### src/rtl/mc_pkg.sv
package mc_pkg;

    localparam int XLEN = 32;
    localparam int HALF = XLEN / 2;

    localparam logic [5:0] OP_RTYPE = 6'h00;
    localparam logic [5:0] OP_JUMP  = 6'h02;
    localparam logic [5:0] OP_BEQ   = 6'h04;
    localparam logic [5:0] OP_BNE   = 6'h05;
    localparam logic [5:0] OP_ADDI  = 6'h08;
    localparam logic [5:0] OP_LUI   = 6'h0F;
    localparam logic [5:0] OP_LOAD  = 6'h23;
    localparam logic [5:0] OP_STORE = 6'h2B;

    localparam logic [5:0] FN_ADD = 6'h20;
    localparam logic [5:0] FN_SUB = 6'h22;
    localparam logic [5:0] FN_AND = 6'h24;
    localparam logic [5:0] FN_OR  = 6'h25;
    localparam logic [5:0] FN_SLT = 6'h2A;

    typedef enum logic [2:0] {
        ST_FETCH, ST_DECODE, ST_EXEC, ST_MEM, ST_WB, ST_RESOLVE
    } step_e;

    typedef enum logic [2:0] {
        ALU_ADD, ALU_SUB, ALU_AND, ALU_OR, ALU_SLT, ALU_HIGH
    } alu_op_e;

    typedef enum logic [2:0] {
        CL_ALU, CL_ADDI, CL_LUI, CL_LOAD, CL_STORE, CL_BRANCH, CL_JUMP, CL_NONE
    } iclass_e;

    typedef struct packed {
        alu_op_e         op;
        logic [XLEN-1:0] a;
        logic [XLEN-1:0] b;
    } alu_req_t;

    function automatic iclass_e classify(input logic [5:0] op);
        case (op)
            OP_RTYPE:         return CL_ALU;
            OP_ADDI:          return CL_ADDI;
            OP_LUI:           return CL_LUI;
            OP_LOAD:          return CL_LOAD;
            OP_STORE:         return CL_STORE;
            OP_BEQ, OP_BNE:   return CL_BRANCH;
            OP_JUMP:          return CL_JUMP;
            default:          return CL_NONE;
        endcase
    endfunction

    function automatic alu_op_e funct_op(input logic [5:0] fn);
        case (fn)
            FN_SUB:  return ALU_SUB;
            FN_AND:  return ALU_AND;
            FN_OR:   return ALU_OR;
            FN_SLT:  return ALU_SLT;
            default: return ALU_ADD;
        endcase
    endfunction

    function automatic logic [XLEN-1:0] sext16(input logic [15:0] v);
        return {{(XLEN-16){v[15]}}, v};
    endfunction

endpackage

### src/rtl/mc_alu.sv
module mc_alu
    import mc_pkg::*;
#(
    parameter int W = XLEN
) (
    input  alu_op_e        op,
    input  logic [W-1:0]   a,
    input  logic [W-1:0]   b,
    output logic [W-1:0]   y,
    output logic           zero
);
    localparam int SHIFT = W / 2;

    always_comb begin
        case (op)
            ALU_SUB:  y = a - b;
            ALU_AND:  y = a & b;
            ALU_OR:   y = a | b;
            ALU_SLT:  y = {{(W-1){1'b0}}, ($signed(a) < $signed(b))};
            ALU_HIGH: y = b << SHIFT;
            default:  y = a + b;
        endcase
    end

    assign zero = (y == '0);

endmodule

### src/rtl/mc_regfile.sv
module mc_regfile #(
    parameter int NREG = 32,
    parameter int W    = 32,
    localparam int AW  = $clog2(NREG)
) (
    input  logic          clk,
    input  logic          we,
    input  logic [AW-1:0] waddr,
    input  logic [W-1:0]  wdata,
    input  logic [AW-1:0] raddr_a,
    input  logic [AW-1:0] raddr_b,
    output logic [W-1:0]  rdata_a,
    output logic [W-1:0]  rdata_b
);
    logic [W-1:0] store_q [NREG];

    always_ff @(posedge clk) begin
        if (we && waddr != '0)
            store_q[waddr] <= wdata;
    end

    assign rdata_a = (raddr_a == '0) ? '0 : store_q[raddr_a];
    assign rdata_b = (raddr_b == '0) ? '0 : store_q[raddr_b];

endmodule

### src/rtl/mc_seq.sv
module mc_seq
    import mc_pkg::*;
(
    input  logic    clk,
    input  logic    rst,
    input  iclass_e cls,
    output step_e   step
);
    step_e nxt;

    always_comb begin
        nxt = ST_FETCH;
        case (step)
            ST_FETCH:  nxt = ST_DECODE;
            ST_DECODE: nxt = (cls == CL_BRANCH || cls == CL_JUMP) ? ST_RESOLVE : ST_EXEC;
            ST_EXEC: begin
                case (cls)
                    CL_LOAD, CL_STORE:      nxt = ST_MEM;
                    CL_ALU, CL_ADDI, CL_LUI: nxt = ST_WB;
                    default:                nxt = ST_FETCH;
                endcase
            end
            ST_MEM:    nxt = (cls == CL_LOAD) ? ST_WB : ST_FETCH;
            default:   nxt = ST_FETCH;
        endcase
    end

    always_ff @(posedge clk) begin
        if (rst) step <= ST_FETCH;
        else     step <= nxt;
    end

    assert_wb_ends_R2: assert property (@(posedge clk) disable iff (rst)
        (step == ST_WB) |=> (step == ST_FETCH));

    assert_resolve_ends_R8: assert property (@(posedge clk) disable iff (rst)
        (step == ST_RESOLVE) |=> (step == ST_FETCH));

endmodule

### src/rtl/mc_cpu.sv
module mc_cpu
    import mc_pkg::*;
#(
    parameter int NREG = 32
) (
    input  logic            clk,
    input  logic            rst,
    output logic [XLEN-1:0] imem_addr,
    input  logic [XLEN-1:0] imem_rdata,
    output logic [XLEN-1:0] dmem_addr,
    output logic [XLEN-1:0] dmem_wdata,
    output logic            dmem_we,
    input  logic [XLEN-1:0] dmem_rdata
);
    localparam int AW = $clog2(NREG);

    step_e           step;
    iclass_e         cls;
    alu_req_t        req;
    logic [XLEN-1:0] alu_y;
    logic            alu_zero;
    logic [XLEN-1:0] pc_q, npc_q, ir_q, a_q, b_q, imm_q, aluout_q, lmd_q;
    logic [XLEN-1:0] rf_a, rf_b, rf_wdata;
    logic [AW-1:0]   rf_waddr;
    logic            rf_we;
    logic            take;

    assign cls = classify(ir_q[31:26]);

    mc_seq u_seq (
        .clk  (clk),
        .rst  (rst),
        .cls  (cls),
        .step (step)
    );

    mc_regfile #(.NREG(NREG), .W(XLEN)) u_rf (
        .clk     (clk),
        .we      (rf_we),
        .waddr   (rf_waddr),
        .wdata   (rf_wdata),
        .raddr_a (ir_q[21+AW-1:21]),
        .raddr_b (ir_q[16+AW-1:16]),
        .rdata_a (rf_a),
        .rdata_b (rf_b)
    );

    always_comb begin
        req = '{op: ALU_ADD, a: a_q, b: b_q};
        case (step)
            ST_FETCH: begin
                req.a = pc_q;
                req.b = XLEN'(4);
            end
            ST_DECODE: begin
                req.a = npc_q;
                req.b = sext16(ir_q[15:0]) << 2;
            end
            ST_EXEC: begin
                case (cls)
                    CL_ALU:                    req.op = funct_op(ir_q[5:0]);
                    CL_ADDI, CL_LOAD, CL_STORE: req.b = imm_q;
                    CL_LUI: begin
                        req.op = ALU_HIGH;
                        req.b  = imm_q;
                    end
                    default: ;
                endcase
            end
            ST_RESOLVE: req.op = ALU_SUB;
            default: ;
        endcase
    end

    mc_alu #(.W(XLEN)) u_alu (
        .op   (req.op),
        .a    (req.a),
        .b    (req.b),
        .y    (alu_y),
        .zero (alu_zero)
    );

    assign take = (ir_q[31:26] == OP_BEQ) ? alu_zero : !alu_zero;

    always_ff @(posedge clk) begin
        if (rst) begin
            pc_q     <= '0;
            npc_q    <= '0;
            ir_q     <= '0;
            a_q      <= '0;
            b_q      <= '0;
            imm_q    <= '0;
            aluout_q <= '0;
            lmd_q    <= '0;
        end else begin
            case (step)
                ST_FETCH: begin
                    ir_q  <= imem_rdata;
                    npc_q <= alu_y;
                    pc_q  <= alu_y;
                end
                ST_DECODE: begin
                    a_q      <= rf_a;
                    b_q      <= rf_b;
                    imm_q    <= sext16(ir_q[15:0]);
                    aluout_q <= alu_y;
                end
                ST_EXEC:  aluout_q <= alu_y;
                ST_MEM:   if (cls == CL_LOAD) lmd_q <= dmem_rdata;
                ST_RESOLVE: begin
                    if (cls == CL_JUMP)
                        pc_q <= {npc_q[XLEN-1:28], ir_q[25:0], 2'b00};
                    else if (take)
                        pc_q <= aluout_q;
                end
                default: ;
            endcase
        end
    end

    assign rf_we    = (step == ST_WB);
    assign rf_waddr = (cls == CL_ALU) ? ir_q[11+AW-1:11] : ir_q[16+AW-1:16];
    assign rf_wdata = (cls == CL_LOAD) ? lmd_q : aluout_q;

    assign imem_addr  = pc_q;
    assign dmem_addr  = aluout_q;
    assign dmem_wdata = b_q;
    assign dmem_we    = (step == ST_MEM) && (cls == CL_STORE);

    logic rst_seen_q;
    always_ff @(posedge clk) begin
        if (rst_seen_q)
            assert_reset_pc_R1: assert (pc_q == '0 && step == ST_FETCH);
        rst_seen_q <= rst;
    end

    assert_fetch_adv_R2: assert property (@(posedge clk) disable iff (rst)
        (step == ST_FETCH) |=> (imem_addr == $past(imem_addr) + XLEN'(4)));

    assert_store_pulse_R7: assert property (@(posedge clk) disable iff (rst)
        dmem_we |=> !dmem_we);

    assert_zero_read_R10: assert property (@(posedge clk) disable iff (rst)
        (step == ST_DECODE && ir_q[25:21] == 5'd0) |=> (a_q == '0));

    assert_not_taken_R8: assert property (@(posedge clk) disable iff (rst)
        (step == ST_RESOLVE && ir_q[31:26] == OP_BEQ && a_q != b_q) |=> $stable(imem_addr));

    assert_pc_align_R9: assert property (@(posedge clk) disable iff (rst)
        imem_addr[1:0] == 2'b00);

endmodule

### config.mk
export PLATFORM = sky130hd
export DESIGN_NAME = mc_cpu
export DESIGN_NICKNAME = d
export VERILOG_FILES = /design/src/rtl/mc_pkg.sv /design/src/rtl/mc_alu.sv /design/src/rtl/mc_regfile.sv /design/src/rtl/mc_seq.sv /design/src/rtl/mc_cpu.sv
export SDC_FILE = /design/constraint.sdc
export NUM_CORES = 2
export LEC_CHECK = 0
export CORE_UTILIZATION = 52
export DETAILED_ROUTE_END_ITERATION = 12
export DONT_BUFFER_PORTS = 1
export PLACE_DENSITY = 0.67
export SLEW_MARGIN = 20
export SYNTH_ARGS = -nofsm -noshare
export SYNTH_HDL_FRONTEND = slang
export SYNTH_SLANG_ARGS = --single-unit
### constraint.sdc
create_clock -name clk -period 13.3 [get_ports clk]
set_clock_uncertainty 0.2 [all_clocks]
set_input_delay 0.665 -clock clk [delete_from_list [all_inputs] [get_ports clk]]
set_output_delay 0.665 -clock clk [all_outputs]
set_load 0.01 [all_outputs]
==> reports/qor.yml <==
outcome:
  status: "finished, final reports clean"
global_route:
  overflow: 0
  grt_pass1_vias: 41700
  grt_first_pass_wirelength_mm: 317.8
  groute.usage.overall_pct: 36.60
  antenna_found_initial: 15
  grt_max_degree: 269
final_layout:
  areaGrowthSynthToFinish_pct: 11.28
  design_area_sq_um: 71220
  nNetsFinal: 4484
  drive_above_1_share_pct: 24.45
synthesis:
  syn_area_sq_um: 64000
  synth_cell_types: 109
  synth-edff-count: 1024
  synthFlopType: "edfxtp_1"
  ys_seq_elements: 1277
  syn_avg_cell_area_sq_um: 14.80
  yosysTopAreaCell: "edfxtp_1"
  synth_area_leaders: "edfxtp_1 (48%), mux4_2 (23%), dfxtp_1 (7.9%), a21oi_1 (2.4%), nor2_1 (2.3%)"
  yosys_warnings: 0
  synthArstFlopShare_pct: 0
  synth_top_area_share_pct: 48.05
  synthCells: 4323
  yosysSeqAreaShare_pct: 55.96
clocking:
  cts_resized: 0
  cts-root-buf: "clkbuf_16"
  clk_pin_slew_ns: 0.06
  htree_levels: 4
  clock_latency_ns: 0.79
  numCtsBuffers: 136
  clockBufferDepth: 3
  cts_tree: "done"
  post_cts_buffers: 0
  cts_sinks: 1277
  cts_hold_buf: 63
critical_path:
  end_kind: "register"
  cpPeakStageDelay_ns: 0.75
  required_ns: 13.78
  cp_cell_sequence: "buf_4 > or3b_2 > o21ai_1 > a22o_1 > ha_1 > inv_1 > fa_1 > nor2b_1 > o2111ai_1 > a21oi_1 > o311ai_0 > and4b_1 > a21oi_1 > o21ai_0 > a21o_1 > nor3b_1 > o21ai_0 > nand4b_1 > nor4_1 > a31oi_1 > or3b_2 > buf_4 > mux2_4"
  critPathMaxFanout: 46
  crit_buf_inv: 3
  critPathKind: "reg2reg"
  critPathSlowestCell: "or3b_2"
  cp.arrival_ns: 9.09
  critical-path-top-delay-family: "compound AO/OA/AOI/OAI gates"
  critPathLaunchType: "register"
floorplanning:
  rows: 128
  dieHeight_microns: 352.8
  initial_core_util_pct: 52.51
  die_w_microns: 352.8
  io-pin-count: 163
  core-area_sq_um: 121900
  dieArea_sq_um: 124500
place:
  place_area_sq_um: 66000
  portBuffers: 0
  place_congestion: 1.036
  dp_hpwl_mm: 138.1
timing:
  final_max_slew_viol_count: 0
  finalSetupViolCount: 0
  hold_viol: 0
  worst_pin_slew_ns: 1.280
  setup_tns_ns: 0
  relSlewSlack_pct: 13.76
  fin_crit_sh_pct: 64.74
  rsz0062_at_grt: "false"
  fin_crit_ns: 8.611
  fmax_mhz: 116.1
detailed_routing:
  vias: 42900
  ant_nets: 0
  drc: 0
  drt_iter0_markers: 7025
  totalWireLength_mm: 227.6
  viasPerCell: 7.071
  drt-pass1-iter-count: 9
  post_drt_wl_per_cell_microns: 37.51
flow_run:
  cap_violations: 0
min_path:
  worstHoldPathType: "in2reg"
power:
  power_density_nw_per_um2: 233.9
  ir_drop_mv: 0.1511
  total_leakage_power_nw: 22.69
==> per-stage QoR <==
step | hold slack [ns] | total power, mW | cells | worst slack (ns) | utilization [%]
after detailed placement | 0.2408 | 12.64 | 5752 | 5.017 | 54.16
after global routing | 0.03388 | 17.22 | 6063 | 4.460 | 58.43
final | 0.05548 | 16.66 | 6067 | 4.689 | 58.43
after global placement | 0.2359 | 12.68 | 5752 | 5.215 | 54.16
after CTS | 0.005861 | 16.50 | 6062 | 4.994 | 58.40
after floorplan | 0.2325 | 10.10 | 4354 | 6.936 | -
==> report_power, final <==
| group | total [mW] | internal, mW | leakage [nW] | switching [mW] |
|---|---|---|---|---|
| clock network | 3.85 | 2.22 | 2.22 | 1.62 |
| logic | 7.38 | 2.72 | 8.95 | 4.66 |
| registers | 5.43 | 4.84 | 11.5 | 0.591 |
| total | 16.7 | 9.78 | 22.7 | 6.87 |
==> cells in the final DEF (no fill, tap or decap), types with 36 or more instances in the layout <==
cell type and count:
a211oi_1 57, a21oi_1 312, buf_4 86, clkbuf_16 141, dfxtp_1 242, dlygate4sd3_1 62
edfxtp_1 1024, ha_1 87, inv_1 94, mux2_2 36, mux2i_1 130, mux4_2 640
nand2_1 355, nand2b_1 41, nor2_1 350, nor3_1 42, o21ai_0 77
==> cell families (layout without fill, tap and decap cells) <==
| family | Yosys count | count (layout) | synth area share [%] |
|---|---|---|---|
| compound gates | 705 | 705 | 7.097 |
| buf+inv | 414 | 498 | 2.530 |
| mux | 810 | 810 | 25.28 |
| fa+ha+maj | 89 | 89 | 1.764 |
| simple gates | 1010 | 1010 | 7.115 |
| other cells | 1 | 36 | 0.005860 |
| flops | 1277 | 1277 | 55.96 |
| xor+xnor | 17 | 17 | 0.2444 |
==> cell usage after synthesis (all sizes together) (13+ instances only) <==
cell    count
or3        14
and2       23
a31oi      21
a311o      15
edfxtp   1024
mux2       39
nand2     360
nor3       43
buf        93
o21bai     14
mux2i     131
nand3      24
a211oi     59
nor4       13
nor2      385
dfxtp     253
mux4      640
and3       23
a21o       19
nor2b      20
ha         87
inv        95
o22ai      14
o211ai     13
nand2b     41
o21a       25
o21ai      84
xnor2      15
a211o      19
a21oi     314
clkbuf    225
==> registers in the layout, indices dropped and copies added (netlist names), named ones only <==
signal and flops:
dmem_wdata 32, ir_q 32, a_q 32, lmd_q 32, npc_q 32, imem_addr 32, dmem_addr 32, u_seq.step 3
imm_q 16, u_rf.store_q 1024
==> cell type report <==
class,count,area (sq um)
clock inverters,60,666.9
inverters,96,360.3
diodes,4,10.01
clock buffers,187,3861
fillers,9229,50660
repair buffers,155,1421
well taps,1625,2033
flip-flops and latches,1277,35850
multi-input cells,2663,27010
==> path summary, 6_finish.rpt <==
kind	to	slack (ns)	cells past startpoint	startpoint
hold reg to reg	lmd_q[28]	0.26	2	lmd_q[28]
setup reg to reg	imem_addr[9]	4.69	23	u_seq.step[0]
setup / recovery	imem_addr[9]	4.69	23	u_seq.step[0]
hold / removal	imem_addr[19]	0.06	2	rst
==> layer usage <==
layer,up-vias,track usage [%],part of all wire (%)
met5,-,0,0.017
met4,8,16.21,5.0
met3,557,9.204,12
li1,17200,-,-
met1,22200,50.78,38
met2,2926,55.05,45
Power figures use the tool's default switching activity.
